==> config.mk <==
export PLATFORM = sky130hd
export DESIGN_NAME = tlc_iface
export DESIGN_NICKNAME = d
export VERILOG_FILES = /design/src/rtl/tlc_pkg.sv /design/src/rtl/tlc_pulse_decode.sv /design/src/rtl/tlc_cmd_reg.sv /design/src/rtl/tlc_line_engine.sv /design/src/rtl/tlc_iface.sv
export SDC_FILE = /design/constraint.sdc
export NUM_CORES = 1
export LEC_CHECK = 0
export ABC_AREA = 0
export CAP_MARGIN = 0
export CORE_ASPECT_RATIO = 2
export CORE_MARGIN = 2
export CORE_UTILIZATION = 59
export CTS_CLUSTER_SIZE = 14
export DETAILED_ROUTE_END_ITERATION = 10
export DONT_BUFFER_PORTS = 1
export PLACE_DENSITY = 0.77
export SYNTH_ARGS = -nofsm -noshare
export SYNTH_HDL_FRONTEND = slang
export SYNTH_HIERARCHICAL = 1
export SYNTH_SLANG_ARGS = --single-unit
export TNS_END_PERCENT = 5
==> constraint.sdc <==
create_clock -name clk -period 1.7 [get_ports clk]
set_input_delay 0.085 -clock clk [delete_from_list [all_inputs] [get_ports clk]]
set_output_delay 0.085 -clock clk [all_outputs]
set_load 0.005 [all_outputs]
==> src/rtl/tlc_pkg.sv <==
package tlc_pkg;

    localparam int TLC_WORD_W = 12;
    localparam int TLC_NIB_W  = 3;
    localparam int TLC_MARK_W = 6;
    localparam int TLC_CMD_W  = 4;
    localparam int TLC_UNITS  = 2;

    // bit positions inside the 4-bit command field (word bits 11:8)
    localparam int CF_UNIT  = 3;
    localparam int CF_DIR   = 2;
    localparam int CF_GO    = 1;
    localparam int CF_WRITE = 0;

    typedef enum logic [2:0] {
        OP_NONE      = 3'd0,
        OP_SKIP_LINE = 3'd1,
        OP_SKIP_ERR  = 3'd2,
        OP_SKIP_QUAD = 3'd3,
        OP_LOAD_CMD  = 3'd4,
        OP_LOAD_DAT  = 3'd5,
        OP_READ_STAT = 3'd6,
        OP_READ_DAT  = 3'd7
    } tlc_op_e;

    typedef struct packed {
        logic skip_line;
        logic skip_err;
        logic skip_quad;
        logic load_cmd;
        logic load_dat;
        logic read_stat;
        logic read_dat;
    } tlc_ops_t;

endpackage

==> src/rtl/tlc_pulse_decode.sv <==
module tlc_pulse_decode
    import tlc_pkg::*;
(
    input  logic     valid_i,
    input  logic [2:0] code_i,
    output tlc_ops_t ops_o
);

    always_comb begin
        ops_o = '0;
        if (valid_i) begin
            case (tlc_op_e'(code_i))
                OP_SKIP_LINE: ops_o.skip_line = 1'b1;
                OP_SKIP_ERR:  ops_o.skip_err  = 1'b1;
                OP_SKIP_QUAD: ops_o.skip_quad = 1'b1;
                OP_LOAD_CMD:  ops_o.load_cmd  = 1'b1;
                OP_LOAD_DAT:  ops_o.load_dat  = 1'b1;
                OP_READ_STAT: ops_o.read_stat = 1'b1;
                OP_READ_DAT:  ops_o.read_dat  = 1'b1;
                default:      ops_o = '0;
            endcase
        end
    end

endmodule

==> src/rtl/tlc_cmd_reg.sv <==
module tlc_cmd_reg
    import tlc_pkg::*;
#(
    parameter int CMD_W = TLC_CMD_W
) (
    input  logic             clk,
    input  logic             rst,
    input  logic             load_i,
    input  logic [CMD_W-1:0] cmd_in_i,
    input  logic             drop_write_i,
    output logic [CMD_W-1:0] cmd_o,
    output logic             new_cmd_o
);

    typedef struct packed {
        logic [CMD_W-1:0] cmd;
    } cmd_state_t;

    cmd_state_t st_d, st_q;
    logic [CMD_W-1:0] diff;

    always_comb begin
        st_d = st_q;
        diff = (cmd_in_i ^ st_q.cmd) & ~(CMD_W'(1) << CF_WRITE);
        new_cmd_o = load_i && (diff != '0);
        if (load_i) begin
            st_d.cmd = cmd_in_i;
        end
        if (drop_write_i) begin
            st_d.cmd[CF_WRITE] = 1'b0;
        end
    end

    always_ff @(posedge clk) begin
        if (rst) begin
            st_q <= '0;
        end else begin
            st_q <= st_d;
        end
    end

    assign cmd_o = st_q.cmd;

    AST_WRITE_DROPPED: assert property (@(posedge clk) disable iff (rst)
        drop_write_i |=> !cmd_o[CF_WRITE]) else $error("write kept after loss");

    AST_CMD_LOADED: assert property (@(posedge clk) disable iff (rst)
        (load_i && !drop_write_i) |=> (cmd_o == $past(cmd_in_i))) else $error("command not stored");

endmodule

==> src/rtl/tlc_line_engine.sv <==
module tlc_line_engine
    import tlc_pkg::*;
#(
    parameter int WORD_W = TLC_WORD_W,
    parameter int NIB_W  = TLC_NIB_W,
    parameter int MARK_W = TLC_MARK_W,
    parameter int LPW    = WORD_W / NIB_W
) (
    input  logic              clk,
    input  logic              rst,
    input  logic              clr_flags_i,
    input  logic              clr_err_i,
    input  logic              clr_mark_i,
    input  logic              load_dat_i,
    input  logic [WORD_W-1:0] acc_i,
    input  logic              line_i,
    input  logic              mark_i,
    input  logic [NIB_W-1:0]  nib_i,
    output logic [WORD_W-1:0] dat_o,
    output logic [MARK_W-1:0] mark_o,
    output logic              line_flag_o,
    output logic              quad_flag_o,
    output logic              err_o,
    output logic              err_set_o,
    output logic [NIB_W-1:0]  wr_nib_o
);

    localparam int CNT_W = (LPW > 1) ? $clog2(LPW) : 1;
    localparam logic [CNT_W-1:0] CNT_LAST = CNT_W'(LPW - 1);

    typedef struct packed {
        logic [WORD_W-1:0] dat;
        logic [MARK_W-1:0] mark;
        logic [CNT_W-1:0]  cnt;
        logic              line_flag;
        logic              quad_flag;
        logic              err;
    } eng_state_t;

    eng_state_t st_d, st_q;

    always_comb begin
        st_d      = st_q;
        err_set_o = 1'b0;
        // pulse effects first
        if (clr_flags_i) begin
            st_d.line_flag = 1'b0;
            st_d.quad_flag = 1'b0;
            st_d.cnt       = '0;
        end
        if (clr_err_i) begin
            st_d.err = 1'b0;
        end
        if (load_dat_i) begin
            st_d.dat = acc_i;
        end
        if (clr_mark_i) begin
            st_d.mark = '0;
        end
        wr_nib_o = st_d.dat[WORD_W-1 -: NIB_W];
        // then the line on top
        if (line_i) begin
            st_d.line_flag = 1'b1;
            if (st_d.cnt == CNT_LAST) begin
                st_d.cnt = '0;
                if (st_d.quad_flag) begin
                    st_d.err  = 1'b1;
                    err_set_o = 1'b1;
                end else begin
                    st_d.quad_flag = 1'b1;
                end
            end else begin
                st_d.cnt = st_d.cnt + 1'b1;
            end
            st_d.mark = {st_d.mark[MARK_W-2:0], mark_i};
            st_d.dat  = {st_d.dat[WORD_W-NIB_W-1:0], nib_i};
        end
    end

    always_ff @(posedge clk) begin
        if (rst) begin
            st_q <= '0;
        end else begin
            st_q <= st_d;
        end
    end

    assign dat_o       = st_q.dat;
    assign mark_o      = st_q.mark;
    assign line_flag_o = st_q.line_flag;
    assign quad_flag_o = st_q.quad_flag;
    assign err_o       = st_q.err;

    AST_LINE_FLAG_SET: assert property (@(posedge clk) disable iff (rst)
        line_i |=> line_flag_o) else $error("line flag not set");

    AST_FLAGS_CLEARED: assert property (@(posedge clk) disable iff (rst)
        (clr_flags_i && !line_i) |=> (!line_flag_o && !quad_flag_o)) else $error("flags survive clear");

    AST_MARK_SHIFT: assert property (@(posedge clk) disable iff (rst)
        line_i |=> (mark_o[0] == $past(mark_i))) else $error("mark bit lost");

    AST_DATA_SHIFT: assert property (@(posedge clk) disable iff (rst)
        (line_i && !load_dat_i) |=>
            (dat_o == {$past(dat_o[WORD_W-NIB_W-1:0]), $past(nib_i)})) else $error("data shift wrong");

    AST_ERR_CLEARED: assert property (@(posedge clk) disable iff (rst)
        (clr_err_i && !line_i) |=> !err_o) else $error("error survives command load");

    AST_MARK_CLEARED: assert property (@(posedge clk) disable iff (rst)
        (clr_mark_i && !line_i) |=> (mark_o == '0)) else $error("mark survives new command");

endmodule

==> src/rtl/tlc_iface.sv <==
module tlc_iface
    import tlc_pkg::*;
#(
    parameter int WORD_W = TLC_WORD_W,
    parameter int NIB_W  = TLC_NIB_W,
    parameter int MARK_W = TLC_MARK_W,
    parameter int UNITS  = TLC_UNITS
) (
    input  logic              clk,
    input  logic              rst,
    input  logic              io_valid,
    input  logic [2:0]        io_code,
    input  logic [WORD_W-1:0] io_acc,
    output logic              io_skip,
    output logic [WORD_W-1:0] io_rdata,
    output logic              cmd_unit,
    output logic              cmd_dir,
    output logic              cmd_go,
    output logic              cmd_write,
    output logic              cmd_new,
    input  logic              line_stb,
    input  logic              line_unit,
    input  logic              line_mark,
    input  logic [NIB_W-1:0]  line_nib,
    output logic              wr_stb,
    output logic [NIB_W-1:0]  wr_nib,
    input  logic [UNITS-1:0]  unit_present,
    input  logic [UNITS-1:0]  unit_wlock
);

    localparam int CMD_W = TLC_CMD_W;
    localparam int LPW   = WORD_W / NIB_W;

    tlc_ops_t          ops;
    logic [CMD_W-1:0]  cmd_q;
    logic              new_cmd;
    logic              line_sel;
    logic              err_set;
    logic [WORD_W-1:0] dat_q;
    logic [MARK_W-1:0] mark_q;
    logic              line_flag_q, quad_flag_q, err_q;
    logic [WORD_W-1:0] status;
    logic              sel_err;

    tlc_pulse_decode u_decode (
        .valid_i (io_valid),
        .code_i  (io_code),
        .ops_o   (ops)
    );

    tlc_cmd_reg #(.CMD_W(CMD_W)) u_cmd (
        .clk          (clk),
        .rst          (rst),
        .load_i       (ops.load_cmd),
        .cmd_in_i     (io_acc[WORD_W-1 -: CMD_W]),
        .drop_write_i (err_set),
        .cmd_o        (cmd_q),
        .new_cmd_o    (new_cmd)
    );

    assign line_sel = line_stb && (line_unit == cmd_q[CF_UNIT]);

    tlc_line_engine #(
        .WORD_W (WORD_W),
        .NIB_W  (NIB_W),
        .MARK_W (MARK_W),
        .LPW    (LPW)
    ) u_engine (
        .clk         (clk),
        .rst         (rst),
        .clr_flags_i (ops.load_dat | ops.read_stat | ops.read_dat),
        .clr_err_i   (ops.load_cmd),
        .clr_mark_i  (new_cmd),
        .load_dat_i  (ops.load_dat),
        .acc_i       (io_acc),
        .line_i      (line_sel),
        .mark_i      (line_mark),
        .nib_i       (line_nib),
        .dat_o       (dat_q),
        .mark_o      (mark_q),
        .line_flag_o (line_flag_q),
        .quad_flag_o (quad_flag_q),
        .err_o       (err_q),
        .err_set_o   (err_set),
        .wr_nib_o    (wr_nib)
    );

    always_comb begin
        sel_err                         = err_q || !unit_present[cmd_q[CF_UNIT]];
        status                          = '0;
        status[WORD_W-1 -: CMD_W]       = cmd_q;
        status[MARK_W-1:0]              = mark_q;
        status[MARK_W]                  = sel_err;
        status[MARK_W+1]                = unit_wlock[cmd_q[CF_UNIT]];
        io_skip = (ops.skip_line & line_flag_q)
                | (ops.skip_err  & err_q)
                | (ops.skip_quad & quad_flag_q);
        if (ops.read_stat) begin
            io_rdata = status;
        end else if (ops.read_dat) begin
            io_rdata = dat_q;
        end else begin
            io_rdata = '0;
        end
    end

    assign cmd_unit  = cmd_q[CF_UNIT];
    assign cmd_dir   = cmd_q[CF_DIR];
    assign cmd_go    = cmd_q[CF_GO];
    assign cmd_write = cmd_q[CF_WRITE];
    assign cmd_new   = new_cmd;
    assign wr_stb    = line_sel && cmd_q[CF_WRITE];

    AST_SKIP_NEEDS_PULSE: assert property (@(posedge clk) disable iff (rst)
        io_skip |-> io_valid) else $error("skip without pulse");

    AST_ERR_LEAVES_WRITE: assert property (@(posedge clk) disable iff (rst)
        $rose(err_q) |-> !cmd_write) else $error("write mode after timing error");

    AST_OTHER_UNIT_IGNORED: assert property (@(posedge clk) disable iff (rst)
        (line_stb && (line_unit != cmd_unit) && !io_valid) |=>
            ($stable(dat_q) && $stable(mark_q) && $stable(line_flag_q))) else $error("foreign line accepted");

endmodule

# ---- Word-level counts from Yosys, hierarchy flattened
# Index checks and enable logic that the tools add are counted.
dict set report totals {
  wordCells 62
  out_inout_bits 22
  in_bits 28
  register_bits 27
}
dict set report classes {
  n_lt_le_gt_ge 1
  n_addsub 1
  muxes 25
  reduce_logical 9
  n_bitwise 8
  eq_ne 9
}
# operator n
set op_table {}
lappend op_table {{$mux 12} 3}
lappend op_table {{$mux 23} 1}
lappend op_table {{$mux 1} 16}
lappend op_table {{$eq 3x3->1 const B} 4}
lappend op_table {{$mux 7} 1}
lappend op_table {{$eq 3x2->1 const B} 2}
lappend op_table {{$mux 6} 1}
lappend op_table {{$mux 2} 2}
lappend op_table {{$mux 4} 1}
lappend op_table {{$or 1x1->1} 4}
lappend op_table {{$reduce_bool 2->1} 2}
lappend op_table {{$reduce_bool 4->1} 1}
lappend op_table {{$xor 4x4->4} 1}
lappend op_table {{$and 1x1->1} 3}
lappend op_table {{$eq 3x1->1 const B} 1}
lappend op_table {{$logic_and 1x1->1} 3}
lappend op_table {{$add 2x1->2 const B} 1}
lappend op_table {{$eq 2x2->1 const B} 1}
lappend op_table {{$lt 1x2->1 const B} 1}
lappend op_table {{$reduce_or 2->1} 1}
lappend op_table {{$eq 1x1->1} 1}
lappend op_table {{$logic_not 1->1} 1}
lappend op_table {{$logic_or 1x1->1} 1}

# ---- Longest topological paths before layout
# Gate-level depths: netlist of the first run.
dict set report logic_depth {
  word_depth 10
  depth_mapped 7
  ltp_nobuf 7
}

# ---- Hierarchy
# The synthesis of the first run kept the hierarchy.
# module area_per_inst_um2 n_inst cells_per_inst seq_area_each_um2
set modules_own_cells {}
lappend modules_own_cells {tlc_line_engine 1091.0 1 109 460.4}
lappend modules_own_cells {tlc_iface 201.4 1 27 0.0}
lappend modules_own_cells {tlc_cmd_reg 178.9 1 17 80.1}
lappend modules_own_cells {tlc_pulse_decode 81.3 1 7 0.0}

# ---- Worst setup path before layout of the first run
# Ideal clock, no wire load.
dict set report synth_path {
  path_kind {input to register}
  startpoint {in io_code[2]}
  endpoint {reg u_engine/st_q[4] in the netlist's numbering}
  setup_ns 0.128
  t_arrival_ns 1.333
  required_ns 1.572
  slack_ns 0.239
  stages 6
  path_cell_list {and4b_2 > or3_1 > nor2b_1 > ha_1 > mux2i_1 > nor2_1}
}
dict set report synth_via {
  elab_chain_len 9
  elab_cells_between_ends 14
}
# item line_no
set synth_lines {}
lappend synth_lines {{from (decl)} tlc_iface.sv:12} ;# input logic [2:0] io_code,
lappend synth_lines {{$eq 3x3->1} tlc_pulse_decode.sv:12} ;# case (tlc_op_e'(code_i))
lappend synth_lines {{$mux 1} tlc_pulse_decode.sv:12}
lappend synth_lines {{$mux 7 *} tlc_pulse_decode.sv:11} ;# if (valid_i) begin
lappend synth_lines {{$or 1x1->1} tlc_iface.sv:71} ;# .clr_flags_i (ops.load_dat | ops.read_stat | ops.read_dat),
lappend synth_lines {{$or 1x1->1 *} tlc_iface.sv:71}
lappend synth_lines {{$mux 4 *} tlc_line_engine.sv:46} ;# if (clr_flags_i) begin
lappend synth_lines {{$add 2x1->2 or $eq 2x2->1 (tied branches)} {tlc_line_engine.sv:73, tlc_line_engine.sv:64}}
lappend synth_lines {{$mux 2} tlc_line_engine.sv:64} ;# if (st_d.cnt == CNT_LAST) begin
lappend synth_lines {{$mux 23 *} tlc_line_engine.sv:62} ;# if (line_i) begin
lappend synth_lines {{to (signal assigned)} tlc_line_engine.sv:84} ;# st_q <= st_d;
lappend synth_lines {{to (decl)} tlc_line_engine.sv:40} ;# eng_state_t st_d, st_q;
# Every way passes the cells marked *; elsewhere a longest branch is shown, timed or not. The select of a mux whose other input is x is not followed.
# A chain may end at the register's enable or synchronous reset.

# ---- Worst setup path in the final report of the first run
dict set report layout_path {
  startpoint {reg u_cmd.st_q (netlist bit u_cmd/cmd_o[3])}
  endpoint {reg u_engine/st_q[4] in the netlist's numbering}
}
dict set report layout_via {
  elab_chain_len 3
}
# item line_no
set layout_lines {}
lappend layout_lines {{from (decl)} tlc_cmd_reg.sv:19} ;# cmd_state_t st_d, st_q;
lappend layout_lines {{from (signal assigned)} tlc_cmd_reg.sv:38} ;# st_q <= st_d;
lappend layout_lines {{$eq 1x1->1} tlc_iface.sv:61} ;# assign line_sel = line_stb && (line_unit == cmd_q[CF_UNIT]);
lappend layout_lines {{$logic_and 1x1->1} tlc_iface.sv:61}
lappend layout_lines {{net line_sel} tlc_iface.sv:37} ;# logic line_sel;
lappend layout_lines {{$mux 23} tlc_line_engine.sv:62}
# The timed path passes the listed nets, and every way through them passes these cells.

==> impl_results.md, run 1 <==
- Run status: finished clean
- CTS root buf: clkbuf_8
- Final min period: 1.57 ns
- Remaining DRCs: 0
- First-pass GRT wire length: 4900 um
- Hold path endpoint: u_cmd/cmd_o[0]
- Global route overflow: 0
- Core footprint: 2540 um2
- Fill cell count: 224
- F_max: 637 MHz
- Critical path endpoint category: register
- Routed via count: 1,104
- Avg Inst Size Synth: 9.70 um2
- Post-DRT Antenna Nets: 0
- DP HPWL: 2440 um
- FF+latch count, synth: 27
- N_diodes: 0
- RSZ-0062 raised after global routing: false
- Largest net degree at the start of global routing: 22
- Top-area cell type share of the netlist area: 34.8%
- Layout Nets: 181
- Drt pass-1 iters: 4
- Most frequent cell after synthesis: dfxtp_1
- Synth top cells by count: 27 x dfxtp_1, 20 x buf_4, 19 x mux2i_1
- Reg2reg start: u_cmd/cmd_o[3]
- Drt initial violations: 20
- Post-synth EDFFs: 0
- Crit path required time: 1.84 ns
- Worst hold path class: input pin to register
- # IOs: 50
- Post-synth cell types: 39
- Max stage delay on crit path: 0.40 ns
- DR vias/cell: 6.17
- Pwr Density: 762 nW/um2
- Slew @ Worst Pin: 0.763 ns
- Critical Path AT: 1.71 ns
- Reg clk slew, reported paths: 0.09 ns
- Final Hold Viols: 0
- HP Start: io_acc[8]
- Sequential area share after synthesis: 34.8%
- Rel. slew slack: 48.9%
- Asr flop ratio synth: 0%
- Vert. Die Dim: 76.6 um
- Rows: 26
- Area of the multi-input gates: 787 um2
- Cell Area, Synth: 1550 um2
- Deepest clock path buffer count: 2
- Initial antenna violation count: 0
- Register area: 542 um2
- Area contributors post-synth: dfxtp_1 35%, mux2i_1 12%, buf_4 9.7%
- # H-tree levels: 1
- Num CTS Buffers: 3
- Pins over their slew limit: 0
- Skew final: 0.000896 ns
- WHS Path Cells: 2
- Ys flop type: dfxtp_1
- MaxCap Viol Count: 0
- CTS tree: built
- Final period util: 92.3%
- IO Port Bufs: 0
- WL final: 3270 um
- DR WL/cell: 18.2 um
- Min Hold Slack: 0.0134 ns
- Worst path cell trace: xnor2_1 > and2_1 > buf_4 > clkinvlp_4 > mux2i_1 > nor2_1
- Clock sink total: 27
- Worst reg2reg endpoint: u_engine/st_q[4]
- Critical path peak fanout: 12
- Leading area contributor after synthesis: dfxtp_1
- Mapped Nets: 189
- CP Launch Type: register
- Die width: 40.3 um
- Die area: 3080 um2
- Area grow syn2layout: -0.0804%
- Worst setup path class: register to register
- FF-to-FF path depth: 6
- Number of global-route vias before repair: 1,098
- Syn Inst Count: 160
- Synth Warn #: 6
- Reg2Reg Setup Slack: 0.13 ns
- Ratio of cells with drive above 1 in the final layout: 15.9%
- LEAKAGE: 0.576 nW
- GRT Util Overall: 22.9%
- Critical-path top delay cell: dfxtp_2
- Power Total: 1.18 mW
- Post-CTS Setup Repair Bufs: 0
- GPL Wtd Cong: 0.741
- Worst-Skew Late Latency: 0.27 ns
- Finish-stage setup viols: 0
- Initial core utilization: 61.2%
- Setup TNS: 0 ns
- VDD IR-drop max: 0.608 mV
-- registers in the layout, summed over array words and instances (netlist names) --
register              count
u_cmd/cmd_o               4
u_engine/dat_o           12
u_engine/err_o            1
u_engine/line_flag_o      1
u_engine/mark_o           6
u_engine/quad_flag_o      1
u_engine/st_q             2
-- cell usage in the layout, fill, tap and decap left out --
cell type and n:
a22oi_1 1, a222oi_1 1, clkinvlp_4 1, mux2i_1 19, a211oi_1 5, and3_1 1
dfxtp_1 26, ha_1 1, xnor2_1 2, a31oi_1 1, o31a_1 1, o21ai_0 1
a22o_1 10, and4bb_2 2, or2_0 1, clkbuf_8 3, or3_1 1, o22ai_1 7
and2_1 1, nor2_1 13, buf_4 7, and4bb_1 1, and4b_2 3, a211oi_2 1
inv_1 3, a21oi_1 3, nor2_2 1, nor2b_1 4, dfxtp_2 1, mux2_2 2
nand2b_1 3, clkinv_2 1, dlygate4sd3_1 7, and4_2 1, xor2_1 3, mux2_4 1
nor3_1 6, nand2_1 3, mux2_1 2
-- per-stage QoR --
| step | cell area (um2) | instances | worst slack (ns) | utilization, % |
|---|---|---|---|---|
| after floorplan | 1550 | 160 | 0.239 | - |
| after global placement | 1430 | 168 | 0.197 | 56.4 |
| after detailed placement | 1430 | 168 | 0.142 | 56.4 |
| after CTS | 1550 | 179 | 0.0955 | 60.9 |
| after global routing | 1550 | 179 | 0.0108 | 61.1 |
| final | 1550 | 179 | 0.131 | 61.1 |
-- where the power goes --
| part | switching [mW] | total, mW | internal [mW] | leakage [nW] |
|---|---|---|---|---|
| sequential | 0.0151 | 0.672 | 0.657 | 0.220 |
| clock | 0.194 | 0.358 | 0.164 | 0.0255 |
| combinational | 0.0781 | 0.152 | 0.0740 | 0.330 |
-- what timing repair did --
| action | in CTS | in global routing |
|---|---|---|
| hold buffers | 7 | 0 |
| endpoints found under the hold margin | 21 | 0 |
| gates resized for setup | 0 | 2 |
| setup endpoints to repair | 0 | 3 |
-- cells by family after synthesis --
logic type,Yosys count,synth area share [%]
simple gates,41,15.9
compound gates,31,15.1
buf+inv,31,14.5
flops,27,34.8
mux,24,16.1
xor+xnor,5,2.82
fa+ha+maj,1,0.806
-- routing by layer --
metal  track usage, %  share of wire (%)  up-vias
met3             3.79                6.2        4
li1                 -                  -      540
met1             23.9                 38      515
met5                0                  0        -
met2             39.4                 54       45
met4             12.3                2.3        0
-- worst max-delay path by stage --
stage	start	endpoint	slack, ns
after floorplan	io_code[2]	u_engine/st_q[4]	0.24
after global placement	io_code[2]	u_engine/err_o	0.20
after detailed placement	io_code[2]	u_engine/err_o	0.14
after CTS	u_cmd/cmd_o[3]	u_engine/st_q[4]	0.1
after global routing	u_cmd/cmd_o[3]	u_engine/st_q[4]	0.01
final	u_cmd/cmd_o[3]	u_engine/st_q[4]	0.13
-- area by class of cell --
type / instances / share of cell area (%)
clock buffers: 3 / 2.66
clock inverters: 1 / 0.323
inverters: 4 / 1.21
multi-input cells: 102 / 50.7
flip-flops and latches: 27 / 34.9
well taps: 28 / 2.26
repair buffers: 14 / 7.90
-- critical path, delay by kind of cell (launching register included) --
family,cells,cell delay [ns]
muxes,1,0.21
DFF,1,0.40
buffers and inverters,2,0.43
xor gates and xnor gates,1,0.14
and+or+nand+nor,2,0.25
Note: power is estimated with default switching activity, not from simulation.
==> run 2, diff against run 1 <==
==> constraint.sdc (replaced) <==
create_clock -name clk -period 1.7 [get_ports clk]
set_input_delay 0.085 -clock clk [delete_from_list [all_inputs] [get_ports clk]]
set_output_delay 0.085 -clock clk [all_outputs]
set_load 0.02 [all_outputs]
==> run 2 against run 1 <==
Compared with the run above: die area stayed put; total power is 1.5% higher; sequential cell count stayed put; first-iteration DRC count is 30% higher; final cell count is 2.8% higher; via count is 5.8% higher; largest cell class unchanged.
==> impl_results.md, run 2 (synthesis gave the netlist of run 1 again) <==
- Reg power frac: 56.0%
- Core footprint: 2540 um2
- IO Port Bufs: 0
- Remaining DRCs: 0
- Final min period: 1.59 ns
- Critical path peak fanout: 5
- Number of global-route vias before repair: 1,167
- Num CTS Buffers: 3
- Dpl ws: 0.142 ns
- Largest net degree at the start of global routing: 22
- Sw Share: 24.9%
- Power Total: 1.20 mW
- Final setup margin: 0.111 ns
- Reg clk slew, reported paths: 0.09 ns
- Combinational fraction of design power: 14.2%
- Area grow syn2layout: 2.18%
- CTS tree: built
- Final Util: 62.5%
- Skew final: 0.000947 ns
- Clock Power Share: 29.8%
- Drt pass-1 iters: 6
- First-pass GRT wire length: 4920 um
- Final period util: 93.5%
- Critical path endpoint category: primary output
- Met2 wire length: 1830 um
- Top sig layer: met4
- Rows: 26
- RSZ-0062 raised after global routing: false
- Post-Place Cells: 172
- LEAKAGE: 0.602 nW
- Vert. Die Dim: 76.6 um
- Post-Layout Cell Count: 184
- Rel. slew slack: 47.3%
- Pwr Density: 757 nW/um2
- GRT Util Overall: 22.4%
- Routed via count: 1,168
- Initial antenna violation count: 0
- # H-tree levels: 1
- Most frequent cells in the layout: 26 x dfxtp_1, 19 x mux2i_1, 13 x nor2_1
- WL met1: 1230 um
- N_diodes: 0
- WL final: 3310 um
- WL met3: 188 um
- Setup TNS: 0 ns
- CTS root buf: clkbuf_8
- Critical Path AT: 1.50 ns
- Max FFs per register: 12
- GPL Wtd Cong: 0.773
- Clock sink total: 27
- Pins over their slew limit: 0
- CP Launch Type: register
- Initial core utilization: 61.2%
- Most common cell after layout, fill and taps aside: dfxtp_1
- Worst setup path class: register to primary output
- Drt initial violations: 26
- Pint: 0.902 mW
- F_max: 629 MHz
- Worst-Skew Late Latency: 0.27 ns
- Ratio of cells with drive above 1 in the final layout: 16.7%
- Post-DRT Antenna Nets: 0
- Layout Nets: 186
- Final Hold Viols: 0
- Finish-stage setup viols: 0
- DP HPWL: 2510 um
- DR WL/cell: 18.0 um
- Switching Power: 0.299 mW
- Dpl cell area: 1460 um2
- # IOs: 50
- DR vias/cell: 6.35
- Slew @ Worst Pin: 0.789 ns
- Die width: 40.3 um
- Deepest clock path buffer count: 2
- Design area: 1590 um2
- Crit path required time: 1.62 ns
- Die area: 3080 um2
- MaxCap Viol Count: 0
- Min Hold Slack: 0.0180 ns
- Run status: finished clean
- Worst hold path class: input pin to register
- Global route overflow: 0
- VDD IR-drop max: 0.669 mV
## run 2: cell count changes in the layout (fill, tap and decap cells not counted)
cell | previous run | this run
buf_4 | 7 | 11
clkbuf_1 | 0 | 1
clkinv_2 | 1 | 0
clkinvlp_4 | 1 | 0
dlygate4sd3_1 | 7 | 8
inv_1 | 3 | 4
## run 2: timing repair
action,in CTS,in global routing
setup buffers,0,0
endpoints found under the hold margin,21,1
resized for setup,0,1
hold buffers,7,1
endpoints found under the setup margin,0,5
## run 2: power by group through the flow
stage	Sequential, mW	Combinational (mW)	Clock (mW)
floorplan	0.684	0.155	0
global placement	0.686	0.143	0
detailed placement	0.687	0.147	0
CTS	0.672	0.168	0.368
global route	0.676	0.182	0.393
finish	0.672	0.170	0.358
## run 2: metal layers
| metal | up-vias | global-route usage, % |
|---|---|---|
| met1 | 563 | 24.4 |
| met5 | - | 0 |
| met2 | 45 | 39.5 |
| met4 | 0 | 8.67 |
| met3 | 6 | 2.92 |
| li1 | 554 | - |
## run 2: final timing paths
path / startpoint / end / slack, ns / cells past startpoint
max: u_cmd/cmd_o[3] / io_rdata[6] / 0.11 / 4
max reg2reg: u_cmd/cmd_o[3] / u_engine/dat_o[2] / 0.19 / 6
min: io_acc[3] / u_engine/dat_o[6] / 0.02 / 2
min reg2reg: u_engine/line_flag_o / u_engine/line_flag_o / 0.48 / 2
## run 2: worst max-delay path, cell delays in order (launching register included)
cell and delay, ns:
dfxtp_2 0.40, buf_4 0.18, mux2_1 0.33, a31oi_1 0.17
buf_4 0.16
## run 2: area by class of cell
class	instances	area (um2)
fillers	219	951
multi-input cells	102	787
flip-flops and latches	27	542
repair buffers	19	163
clock buffers	4	45.0
well taps	28	35.0
inverters	4	15.0
==> run 3, diff against run 2 <==
--- a/config.mk
+++ b/config.mk
@@ -5,15 +5,15 @@
 export SDC_FILE = /design/constraint.sdc
 export NUM_CORES = 1
 export LEC_CHECK = 0
-export ABC_AREA = 0
 export CAP_MARGIN = 0
 export CORE_ASPECT_RATIO = 2
 export CORE_MARGIN = 2
-export CORE_UTILIZATION = 59
+export CORE_UTILIZATION = 38
 export CTS_CLUSTER_SIZE = 14
 export DETAILED_ROUTE_END_ITERATION = 10
 export DONT_BUFFER_PORTS = 1
-export PLACE_DENSITY = 0.77
+export HOLD_SLACK_MARGIN = 0.08
+export PLACE_DENSITY = 0.54
 export SYNTH_ARGS = -nofsm -noshare
 export SYNTH_HDL_FRONTEND = slang
 export SYNTH_HIERARCHICAL = 1
==> run 3 against run 2 <==
Compared with the run above: via count increased by 0.68%; design area increased by 6.7%; wire length increased by 10%; total power increased by 1.3%; core utilization decreased by 19 points; first-iteration DRC count decreased by 31%; global-route usage decreased by 5.8 points; combinational power increased by 9%.
==> impl_results.md, run 3 (synthesis gave the netlist of run 1 again) <==
- Run status: finished clean
- Die area: 4640 um2
- Post-CTS Setup Repair Bufs: 0
- First-pass GRT wire length: 5960 um
- RSZ-0062 raised after global routing: false
- LEAKAGE: 0.636 nW
- Final Hold Viols: 0
- Worst-Skew Late Latency: 0.27 ns
- Skew final: 0.00633 ns
- Core footprint: 3880 um2
- Largest net degree at the start of global routing: 22
- Drt initial violations: 18
- Final Util: 43.6%
- Global route overflow: 0
- WL final: 3640 um
- Deepest clock path buffer count: 2
- Dpl cell area: 1500 um2
- Ratio of cells with drive above 1 in the final layout: 16.5%
- Critical-path top delay cell: dfxtp_2
- Critical path endpoint category: primary output
- Number of global-route vias before repair: 1,265
- Remaining DRCs: 0
- Worst setup path class: register to primary output
- Rel. slew slack: 44.6%
- Final period util: 93.5%
- GPL Wtd Cong: 0.722
- MaxCap Viol Count: 0
- Final min period: 1.59 ns
- Slew @ Worst Pin: 0.828 ns
- Rows: 32
- Pwr Density: 718 nW/um2
- Layout Nets: 194
- CP Launch Type: register
- Finish-stage setup viols: 0
- Area grow syn2layout: 9.02%
- GRT Util Overall: 16.6%
- Most frequent cells in the layout: 26 x dfxtp_1, 19 x mux2i_1, 15 x dlygate4sd3_1
- CTS tree: built
- Critical Path AT: 1.51 ns
- Clock sink total: 27
- Die width: 49.2 um
- Num CTS Buffers: 3
- Pins over their slew limit: 0
- Fill cell count: 396
- Design area: 1690 um2
- Crit path required time: 1.62 ns
- IO Port Bufs: 0
- Max stage delay on crit path: 0.41 ns
- DR WL/cell: 16.9 um
- DP HPWL: 2730 um
- Max FFs per register: 12
- Most common cell after layout, fill and taps aside: dfxtp_1
- Initial core utilization: 40.0%
- N_diodes: 0
- Setup TNS: 0 ns
- CTS root buf: clkbuf_8
- Routed via count: 1,176
- Most used cell, CP: buf_4
- # H-tree levels: 1
- Vert. Die Dim: 94.4 um
- VDD IR-drop max: 0.532 mV
- Initial antenna violation count: 0
- Reg clk slew, reported paths: 0.09 ns
- DR vias/cell: 5.47
- # IOs: 50
- F_max: 629 MHz
- Critical path peak fanout: 6
- Worst hold path class: input pin to register
- Worst path cell trace: buf_4 > mux2_1 > a31oi_1 > buf_4
- Drt pass-1 iters: 4
- Post-DRT Antenna Nets: 0
run 3: report_power, final:
group          internal, mW  switching, mW  total (mW)
registers             0.657         0.0154       0.673
clock network         0.168          0.190       0.358
logic                0.0888         0.0970       0.186
run 3: final cells by class:
class | count | area, um2 | share of cell area, %
Timing Repair Buffer | 27 | 240 | 14.2
Sequential cell | 27 | 542 | 32.0
Multi-Input combinational cell | 102 | 787 | 46.5
Clock buffer | 4 | 45.0 | 2.66
Inverter | 4 | 15.0 | 0.887
Tap cell | 51 | 63.8 | 3.77
run 3: path summary, 6_finish.rpt:
| kind | to | start | slack (ns) | cells after the start |
|---|---|---|---|---|
| setup / recovery | io_rdata[6] | u_cmd/cmd_o[3] | 0.11 | 4 |
| hold / removal | u_engine/dat_o[5] | io_acc[2] | 0.10 | 2 |
| setup reg to reg | u_engine/st_q[4] | u_cmd/cmd_o[3] | 0.19 | 6 |
| hold reg to reg | u_engine/line_flag_o | u_engine/line_flag_o | 0.50 | 2 |
run 3: what timing repair did:
action / in CTS / in global routing
gates resized for setup: 1 / 0
hold endpoints to repair: 27 / 0
setup endpoints to repair: 1 / 0
hold buffers: 15 / 0
run 3: worst max-delay path: cells and delay by family, from the launching register on:
kind	cells	cell delay, ns
buffers and inverters	2	0.33
AOI/OAI and AO/OA	1	0.17
muxes	1	0.32
DFF	1	0.41
run 3: routing by layer:
metal / part of all wire, % / GRT usage (%) / vias to the layer above
li1: - / - / 569
met1: 40 / 18.6 / 570
met2: 54 / 30.6 / 35
met3: 5.4 / 3.16 / 2
met4: 0.66 / 5.71 / 0
met5: 0 / 0 / -
run 3: metrics by stage:
| stage | cells | setup WS [ns] | total power [mW] | hold WS [ns] |
|---|---|---|---|---|
| after floorplan | 160 | 0.158 | 0.840 | 0.157 |
| after global placement | 196 | 0.0914 | 0.835 | 0.153 |
| after detailed placement | 196 | 0.107 | 0.837 | 0.155 |
| after CTS | 215 | 0.0915 | 1.23 | 0.0895 |
| after global routing | 215 | 0.00437 | 1.27 | 0.112 |
| final | 215 | 0.110 | 1.22 | 0.101 |
